## config.mk

```make
export PLATFORM = sky130hd
export DESIGN_NAME = mag_cmp_sel
export DESIGN_NICKNAME = d
export VERILOG_FILES = /design/src/rtl/mag_cmp_pkg.sv /design/src/rtl/mag_cmp_operands.sv /design/src/rtl/csel_block.sv /design/src/rtl/csel_adder.sv /design/src/rtl/mag_cmp_sel.sv
export SDC_FILE = /design/constraint.sdc
export NUM_CORES = 1
export LEC_CHECK = 0
export BUFFER_PORTS_ARGS = -buffer_cell sky130_fd_sc_hd__buf_2
export CORE_AREA = 2 2 64 78
export CTS_BUF_LIST = sky130_fd_sc_hd__clkbuf_2 sky130_fd_sc_hd__clkbuf_4 sky130_fd_sc_hd__clkbuf_8
export DETAILED_ROUTE_END_ITERATION = 7
export DIE_AREA = 0 0 66 80
export GPL_TIMING_DRIVEN = 1
export HOLD_SLACK_MARGIN = 0.1
export PLACE_DENSITY = 0.71
export SLEW_MARGIN = 20
export SYNTH_ARGS = -nofsm -noshare
export SYNTH_HDL_FRONTEND = slang
export SYNTH_SLANG_ARGS = --single-unit
```

## constraint.sdc

```tcl
create_clock -name clk_i -period 0.8 [get_ports clk_i]
set_input_delay 0.04 -clock clk_i [delete_from_list [all_inputs] [get_ports clk_i]]
set_output_delay 0.04 -clock clk_i [all_outputs]
set_load 0.02 [all_outputs]
```

## src/rtl/mag_cmp_pkg.sv

```systemverilog
package mag_cmp_pkg;

  // low bit index of carry-select block idx (alternating wa/wb widths)
  function automatic int blk_lo(int idx, int wa, int wb);
    return (idx / 2) * (wa + wb) + (idx % 2) * wa;
  endfunction

  function automatic int blk_w(int idx, int wa, int wb, int w);
    int sz;
    int rem;
    sz  = (idx % 2 != 0) ? wb : wa;
    rem = w - blk_lo(idx, wa, wb);
    return (sz < rem) ? sz : rem;
  endfunction

  function automatic int blk_cnt(int w, int wa, int wb);
    int n;
    n = 0;
    for (int i = 0; i < w; i++)
      if (blk_lo(i, wa, wb) < w) n = i + 1;
    return n;
  endfunction

  typedef struct packed {
    logic full;
    logic half;
  } cmp_res_t;

endpackage

```

## src/rtl/mag_cmp_operands.sv

```systemverilog
module mag_cmp_operands #(
  parameter int W     = 34,
  parameter int LOW_W = 22,
  parameter int EXT_W = 2
) (
  input  logic             sel_i,
  input  logic             mask_i,
  input  logic             ext_i,
  input  logic [LOW_W-1:0] xa_i,
  input  logic [LOW_W-1:0] yb_lo_i,
  input  logic [EXT_W-1:0] yb_hi_i,
  input  logic [W-1:0]     xb_i,
  input  logic [W-EXT_W-2:0] ya_i,
  output logic [W-1:0]     yb_o,
  output logic [W-1:0]     nb_o
);
  localparam int MID   = W - EXT_W;
  localparam int REP_W = MID - LOW_W;

  logic [LOW_W-1:0] lo;

  always_comb begin
    lo   = sel_i ? xa_i : yb_lo_i;
    yb_o = {yb_hi_i | {EXT_W{~ext_i}}, lo[REP_W-1:0] & {REP_W{mask_i}}, lo};
    nb_o[0]         = sel_i & ~xb_i[0];
    nb_o[MID-1:1]   = sel_i ? ya_i : ~xb_i[MID-1:1];
    nb_o[W-1:MID]   = ~(xb_i[W-1:MID] & {EXT_W{ext_i}});
  end

endmodule

```

## src/rtl/csel_block.sv

```systemverilog
module csel_block #(
  parameter int BW = 4
) (
  input  logic [BW-1:0] a_i,
  input  logic [BW-1:0] b_i,
  input  logic          cin_i,
  output logic [BW-1:0] co_o
);
  logic [BW-1:0] r0, r1;
  logic c0, c1;

  // both carry-in hypotheses, selected late by the real carry
  always_comb begin
    c0 = 1'b0;
    c1 = 1'b1;
    for (int j = 0; j < BW; j++) begin
      c0 = (a_i[j] & b_i[j]) | ((a_i[j] ^ b_i[j]) & c0);
      c1 = (a_i[j] & b_i[j]) | ((a_i[j] ^ b_i[j]) & c1);
      r0[j] = c0;
      r1[j] = c1;
    end
  end

  assign co_o = cin_i ? r1 : r0;

endmodule

```

## src/rtl/csel_adder.sv

```systemverilog
module csel_adder #(
  parameter int W     = 34,
  parameter int BLK_A = 5,
  parameter int BLK_B = 4
) (
  input  logic [W-1:0] a_i,
  input  logic [W-1:0] b_i,
  input  logic         cin_i,
  output logic [W-1:0] cy_o
);
  import mag_cmp_pkg::*;

  localparam int NB = blk_cnt(W, BLK_A, BLK_B);

  logic [NB-1:0] bc;
  assign bc[0] = cin_i;

  for (genvar i = 0; i < NB; i++) begin : g_blk
    localparam int LO = blk_lo(i, BLK_A, BLK_B);
    localparam int BW = blk_w(i, BLK_A, BLK_B, W);
    csel_block #(.BW(BW)) u_blk (
      .a_i  (a_i[LO+BW-1:LO]),
      .b_i  (b_i[LO+BW-1:LO]),
      .cin_i(bc[i]),
      .co_o (cy_o[LO+BW-1:LO])
    );
    if (i < NB - 1) begin : g_link
      assign bc[i+1] = cy_o[LO+BW-1];
    end
  end

endmodule

```

## src/rtl/mag_cmp_sel.sv

```systemverilog
module mag_cmp_sel #(
  parameter int W      = 34,
  parameter int LOW_W  = 22,
  parameter int EXT_W  = 2,
  parameter int HALF_W = 17,
  parameter int BLK_A  = 5,
  parameter int BLK_B  = 4
) (
  input  logic               clk_i,
  input  logic               rst_ni,
  input  logic               sel_i,
  input  logic               mask_i,
  input  logic               ext_i,
  input  logic               cin_i,
  input  logic [LOW_W-1:0]   xa_i,
  input  logic [LOW_W-1:0]   yb_lo_i,
  input  logic [EXT_W-1:0]   yb_hi_i,
  input  logic [W-1:0]       xb_i,
  input  logic [W-EXT_W-2:0] ya_i,
  output logic               gt_o,
  output logic               gt_half_o
);
  import mag_cmp_pkg::*;

  logic [W-1:0] yb, nb, cy;
  cmp_res_t res_q;

  mag_cmp_operands #(.W(W), .LOW_W(LOW_W), .EXT_W(EXT_W)) u_ops (
    .sel_i  (sel_i),
    .mask_i (mask_i),
    .ext_i  (ext_i),
    .xa_i   (xa_i),
    .yb_lo_i(yb_lo_i),
    .yb_hi_i(yb_hi_i),
    .xb_i   (xb_i),
    .ya_i   (ya_i),
    .yb_o   (yb),
    .nb_o   (nb)
  );

  csel_adder #(.W(W), .BLK_A(BLK_A), .BLK_B(BLK_B)) u_add (
    .a_i  (yb),
    .b_i  (nb),
    .cin_i(cin_i),
    .cy_o (cy)
  );

  always_ff @(posedge clk_i or negedge rst_ni) begin
    if (!rst_ni) res_q <= '0;
    else         res_q <= '{full: cy[W-1], half: cy[HALF_W-1]};
  end

  assign gt_o      = res_q.full;
  assign gt_half_o = res_q.half;

  // reference carries from a plain wide add, for the checks below
  logic [W:0]   ref_sum;
  logic [W-1:0] ref_x, ref_cy;
  assign ref_sum = {1'b0, yb} + {1'b0, nb} + {{W{1'b0}}, cin_i};
  assign ref_x   = yb ^ nb ^ ref_sum[W-1:0];
  assign ref_cy  = {ref_sum[W], ref_x[W-1:1]};

  AST_CARRY_CHAIN: assert property (@(posedge clk_i) disable iff (!rst_ni)
    (cy == ref_cy) && (ref_x[0] == cin_i));
  AST_FULL_LATENCY: assert property (@(posedge clk_i) disable iff (!rst_ni)
    rst_ni |=> gt_o == $past(ref_sum[W]));
  AST_HALF_LATENCY: assert property (@(posedge clk_i) disable iff (!rst_ni)
    rst_ni |=> gt_half_o == $past(ref_cy[HALF_W-1]));
  AST_EXT_FORCE: assert property (@(posedge clk_i) disable iff (!rst_ni)
    !ext_i |=> gt_o);

endmodule

```

==> results of run 1 <==
registers in the layout, indices dropped and copies added, names as in the netlist:
name / cells
gt_half_o: 1
gt_o: 1
cell families (layout without fill, tap and decap cells):
family	count (synthesis)	after routing
adders and majority gates	26	26
buffers and inverters	13	160
AOI/OAI and AO/OA	59	59
muxes	20	20
DFF	2	2
and+or+nand+nor	79	79
synthesized netlist by cell type, types with 2 or more instances:
master	instances
inv_1	2
buf_1	2
ha_1	26
nand2_1	6
nor2b_1	5
buf_6	2
nor3_1	4
buf_2	3
a211oi_1	4
o211ai_1	2
a21oi_1	28
nand3_1	7
nor3b_1	2
and2_1	8
nand3b_1	2
dfrtp_1	2
o221ai_1	2
nor2_1	33
mux2_2	16
mux2i_1	3
a21o_1	2
clkbuf_1	4
o21ai_0	9
nand2b_1	5
placed cells by master, fill, tap and decap left out, types with 3 or more instances in the layout:
cell      count
nor3_1        3
nor2_1       31
o21ai_0       6
ha_4          5
nand3_1       6
buf_2       117
a21oi_1      24
ha_1         19
and2_1        6
buf_4        29
mux2_2       11
a211oi_2      3
o21ai_1       3
nand2_1       6
buf_6         4
nand2b_1      5
a21oi_2       4
mux2i_1       3
mux2_4        6
clkbuf_8      3
nor2b_1       5
timing repair:
item,4_1_cts,5_1_grt
hold endpoints to repair,2,0
setup buffers,2,0
cloned,1,2
gates resized for setup,24,10
hold buffers,1,0
setup endpoints to repair,2,2
pin swaps,3,6
layer usage:
metal	track usage	up-vias	part of all wire	wire length [µm]
li1	-	1041	-	-
met1	0.210	881	0.40	2090
met2	0.380	70	0.52	2750
met3	0.0127	4	0.065	339
met4	0.0327	0	0.012	63
met5	0	-	0	0
where the power goes:
group          switching [W]  internal [W]
sequential        0.00000365      0.000120
clock              0.0000756      0.000318
combinational       0.000638      0.000829
worst max path at each step:
| stage | to | slack (ns) | depth (start not counted) |
|---|---|---|---|
| 6_report | gt_o | -0.99 | 10 |
| 5_1_grt | gt_o | -1.05 | 10 |
| 4_1_cts | gt_o | -1.00 | 9 |
| 3_5_place_dp | gt_o | -1.41 | 10 |
| 3_3_place_gp | gt_o | -1.34 | 9 |
| 2_1_floorplan | gt_o | -1.41 | 13 |
final cells by class:
| cell class | instances | area [µm²] |
|---|---|---|
| Multi-Input combinational cell | 184 | 1470 |
| Timing Repair Buffer | 155 | 948 |
| Inverter | 2 | 10.0 |
| Clock buffer | 3 | 41.3 |
| Sequential cell | 2 | 50.0 |
| Tap cell | 58 | 72.6 |
| Fill cell | 443 | 1930 |
stage by stage:
step	power [W]	util	hold WS [ns]
finish	0.00198	0.574	0.154
global placement	0.00140	0.514	-0.174
global route	0.00217	0.574	0.163
detailed placement	0.00143	0.514	-0.173
CTS	0.00195	0.553	0.155
floorplan	0.000862	-	-0.256
==> qor.yml, run 1 <==
crit_type: "in2reg"
tns_ns: -1.78
synth_fa_ha_area_frac: 0.225
finalWorstPathRequiredPeriod_ns: 1.79
fin_area_mm2: 0.00260
min-delay-path-class: "in2async"
drtIter0Drc: 44
antenna_left: 0
syn_avg_cell_area_um2: 7.28
relSlewSlack: 0.766
postSynthCellCount: 199
setup_viol: 2
wire_per_inst_um: 13.0
synth.largest_area_cell: "ha_1"
crit_start: "sel_i"
tightest_slew_ns: 0.348
place_hpwl_mm: 4.39
path_cells: "buf_12 > buf_6 > mux2_4 > and2_4 > ha_2 > a21o_1 > a211oi_2 > o21ai_1 > a221o_1 > a41o_1"
grt_max_degree: 20
core-area_mm2: 0.00453
grt_pass1_vias: 1934
drive_gt1_frac: 0.581
critPathSlowestCell: "a221o_1"
start_util: 0.320
timing.final.crit_share: 2.24
irDropWorstVdd_mv: 0.315
synth_top_family_by_area: "simple AND/OR/NAND/NOR gates"
synth.area.top_cells: "ha_1 (22%), mux2_2 (12%), a21oi_1 (9.7%), nor2_1 (8.5%), and2_1 (3.5%)"
clkSlewWorstSetupHoldPaths_ns: 0.03
crit_family: "compound AO/OA/AOI/OAI gates"
p_leak_nw: 1.33
syn_area_mm2: 0.00145
route.detailed.drc: 0
syn_nets: 342
syn_to_final_growth_pct: 79.2
synth_cell_type_count: 44
layout_setup_ws_ns: -0.992
slowest_delay_ns: 0.35
grt_pass1_wl_mm: 7.91
synth_compound_area_frac: 0.259
overflow: 0
dp_slack_ns: -1.41
wl_mm: 5.24
ys_seq_area_frac: 0.0345
max_freq_mhz: 558
slew_violations: 0
powerDensity_mw_per_mm2: 764
crit_buf_inv: 2
antenna_cells: 0
cts_num_sinks: 2
fin_nets: 491
status: "finished with violations"
antenna_found_initial: 0
crit_required_ns: 0.89
drtPass1Iterations: 4
synthSimpleGateAreaFrac: 0.280
cts-buffers-inserted: 3
vias: 1996
postPlaceCellArea_mm2: 0.00233
synthArstFlopShare: 1.00
ys_ff_latch: 2
end_kind: "flip-flop"
fp.dieW_um: 66
critPathMaxFanout: 5
dieArea_mm2: 0.00528
port_buffers: 118
critPathArrivalTime_ns: 1.89
violations: "setup timing"
die_h_um: 80
cts-root-buf: "clkbuf_8"
h-tree-depth: 1
core.rowCount: 27
via_per_inst: 4.94
clock_path_buffers: 2
synth_xor_area_frac: 0
rsz0062_at_grt: "yes"
synth-edff-count: 0
io_pins: 119
ys_warn_count: 0
synth_ff_type: "dfrtp_1"
fin_cells: 404
start_kind: "input port"
cts_tree: "built"
place.gp.congestion: 0.842
dp.cells: 395
final_hold_viol_count: 0
synth_top_area_share: 0.225
synth_mux_area_frac: 0.155
grt_use_total: 0.188
maxCapViolCount: 0
Note: power is estimated with default switching activity, not from simulation.
==> inputs of run 2 (changes only) <==
--- a/config.mk
+++ b/config.mk
@@ -5,6 +5,7 @@
 export SDC_FILE = /design/constraint.sdc
 export NUM_CORES = 1
 export LEC_CHECK = 0
+export ABC_AREA = 1
 export BUFFER_PORTS_ARGS = -buffer_cell sky130_fd_sc_hd__buf_2
 export CORE_AREA = 2 2 64 78
 export CTS_BUF_LIST = sky130_fd_sc_hd__clkbuf_2 sky130_fd_sc_hd__clkbuf_4 sky130_fd_sc_hd__clkbuf_8
@@ -13,6 +14,8 @@
 export GPL_TIMING_DRIVEN = 1
 export HOLD_SLACK_MARGIN = 0.1
 export PLACE_DENSITY = 0.71
+export SKIP_CTS_REPAIR_TIMING = 1
+export SKIP_LAST_GASP = 1
 export SLEW_MARGIN = 20
 export SYNTH_ARGS = -nofsm -noshare
 export SYNTH_HDL_FRONTEND = slang
==> run 2 against run 1 <==
The run still ends with setup timing left. Critical endpoint unchanged. Synthesized cell count rose by 44%. Non-clock buffer count fell by 11. Critical path depth rose by 48. Largest power group unchanged. First-iteration DRC count fell by 45%. Combinational power fell by 16%. Sequential power barely moved. Clock power barely moved. Global-route usage fell by 3.2 points. Core utilization fell by 5.0 points. Maximum frequency fell by 45%. Wire length fell by 17%. Worst hold slack improved by 0.014 ns.
==> qor.yml, run 2 <==
port_buffers: 118  # unchanged
synth_cell_type_count: 20  # -55%
postPlaceCellArea_mm2: 0.00226  # -3.0%
die_h_um: 80  # unchanged
sw_frac_of_total: 0.389  # +0.0272
via_per_inst: 4.39  # -11%
final_hold_viol_count: 0  # unchanged
rsz0062_at_grt: "yes"
antenna_left: 0  # unchanged
wl_mm: 4.34  # -17%
irDropWorstVdd_mv: 0.253  # -20%
cts_tree: "built"
switching_power_w: 0.000678  # -5.6%
synth_compound_area_frac: 0.191  # -0.0679
drtIter0Drc: 24  # -45%
grt_use_total: 0.156  # -0.0315
dieArea_mm2: 0.00528  # unchanged
nFillCells: 476  # +7.4%
synth_top_area_share: 0.367  # +0.142
vias: 2105  # +5.5%
fin_area_mm2: 0.00237  # -8.7%
clock_path_buffers: 2  # unchanged
synth.largest_area_cell: "nand2_1"
maxCapViolCount: 0  # unchanged
synth_common_cells: "nand2_1 (142), o21ai_0 (35), inv_1 (30)"
crit_buf_inv: 3  # +1
final_common_cell: "nand2_1"
critPathSlowestCell: "ha_4"
layout_common_cells: "nand2_1 (138), buf_2 (117), o21ai_0 (34)"
crit_required_ns: 0.90  # about the same
crit_type: "in2reg"
intPower_w: 0.00106  # -16%
synth_fa_ha_area_frac: 0.224  # -0.000580
crit_start: "sel_i"
slew_violations: 0  # unchanged
total_power_w: 0.00174  # -12%
place_hpwl_mm: 3.74  # -15%
critPathArrivalTime_ns: 3.35  # +1.46 ns
place.gp.congestion: 0.735  # -13%
critical_path.most_common_cell: "nand2_1"
overflow: 0  # unchanged
p_leak_nw: 1.49  # +12%
io_pins: 119  # unchanged
synth_ff_type: "dfrtp_1"
syn_avg_cell_area_um2: 5.08  # -30%
power_frac_comb: 0.704  # -0.035
drive_gt1_frac: 0.379  # -0.202
synth.area.top_cells: "nand2_1 (37%), ha_1 (22%), o21ai_0 (12%), inv_1 (7.8%), a21oi_1 (4.1%)"
grt_pass1_vias: 1862  # -3.7%
cts_num_sinks: 2  # unchanged
synth_most_common_cell: "nand2_1"
core.rowCount: 27  # unchanged
start_util: 0.321  # +0.000829
setup_viol: 2  # unchanged
cts-root-buf: "clkbuf_8"
synth_mux_area_frac: 0  # -0.155
slowest_delay_ns: 0.26  # -0.09 ns
p_seq_frac: 0.070  # +0.008
antenna_cells: 0  # unchanged
ys_warn_count: 0  # unchanged
end_kind: "flip-flop"
violations: "setup timing"
fin_nets: 567  # +15%
syn_nets: 429  # +25%
postSynthCellCount: 286  # +44%
h-tree-depth: 1  # unchanged
grt_max_degree: 37  # +85%
crit_family: "simple AND/OR/NAND/NOR gates"
cts-buffers-inserted: 3  # unchanged
critPathMaxFanout: 7  # +2
clkSlewWorstSetupHoldPaths_ns: 0.03  # about the same
route.detailed.drc: 0  # unchanged
ys_ff_latch: 2  # unchanged
min-delay-path-class: "in2async"
syn_to_final_growth_pct: 63.1
max_freq_mhz: 307  # -45%
status: "finished with violations"
synth_top_family_by_area: "simple AND/OR/NAND/NOR gates"
start_kind: "input port"
syn_area_mm2: 0.00145  # +0.26%
drtPass1Iterations: 4  # unchanged
wire_per_inst_um: 9.04  # -30%
grt_pass1_wl_mm: 6.87  # -13%
core-area_mm2: 0.00453  # unchanged
powerDensity_mw_per_mm2: 735  # -3.8%
tightest_slew_ns: 0.305  # -0.0431 ns
synth-edff-count: 0  # unchanged
fp.dieW_um: 66  # unchanged
relSlewSlack: 0.795  # +0.0291
finalWorstPathRequiredPeriod_ns: 3.26  # +1.46 ns
layout_setup_ws_ns: -2.46  # -1.46 ns
synthSimpleGateAreaFrac: 0.432  # +0.152
timing.final.crit_share: 4.07  # +1.83
ys_seq_area_frac: 0.0345  # -0.0000893
antenna_found_initial: 0  # unchanged
synthArstFlopShare: 1.00  # unchanged
synth_xor_area_frac: 0  # unchanged
power_frac_clock: 0.226  # +0.028
==> run 2: cell count changes after synthesis, moves of 4 or more <==
cell,change
inv_1,+28
a21oi_1,-16
o21ai_0,+26
nand2_1,+136
nor2b_1,-5
mux2_2,-16
nor2_1,-26
a211oi_1,-4
nand2b_1,-5
and2_1,-8
o21a_1,+4
==> run 2: per-stage QoR <==
step	worst slack [ns]	hold WS [ns]	instances	TNS (ns)	utilization
2_1_floorplan	-2.63	-0.256	286	-4.07	-
3_3_place_gp	-2.70	-0.176	475	-4.18	0.499
6_report	-2.46	0.168	480	-3.67	0.523
3_5_place_dp	-2.78	-0.173	475	-4.31	0.499
5_1_grt	-3.03	0.183	480	-4.55	0.523
4_1_cts	-2.57	-0.395	478	-3.88	0.508
==> run 2: path summary, 6_finish.rpt <==
check	slack, ns	cells past startpoint	endpoint
hold / removal	0.17	2	gt_o
min in group clk_i	0.17	5	gt_o
max in group asynchronous	0.54	2	gt_half_o
setup / recovery	-2.46	58	gt_o
==> run 2: metal layers <==
layer	wire length (µm)	global-route usage	vias to the layer above	share of wire
li1	-	-	1176	-
met1	1790	0.168	846	0.41
met2	2230	0.320	79	0.51
met3	302	0.0127	4	0.070
met4	17	0.0306	0	0.0039
met5	0	0	-	0
==> run 2: final cells by class <==
type                            count  area (µm²)  share of cell area
Inverter                           33         126              0.0533
Sequential cell                     2        50.0              0.0211
Tap cell                           58        72.6              0.0306
Timing Repair Buffer              144         820               0.346
Multi-Input combinational cell    240        1260               0.532
Clock buffer                        3        41.3              0.0174
==> run 2: power groups by stage <==
stage / Sequential [W] / Combinational (W) / Clock, W
5_1_grt: 0.000123 / 0.00143 / 0.000424
3_5_place_dp: 0.000123 / 0.00119 / 0
6_report: 0.000121 / 0.00123 / 0.000394
2_1_floorplan: 0.000147 / 0.000648 / 0
4_1_cts: 0.000122 / 0.00120 / 0.000408
3_3_place_gp: 0.000122 / 0.00116 / 0
==> run 2: cells by family after synthesis <==
logic type | count (synthesis)
AND/OR/NAND/NOR | 161
buffers and inverters | 44
flip-flops | 2
AO/OA/AOI/OAI | 53
adder cells (fa/ha/maj) | 26
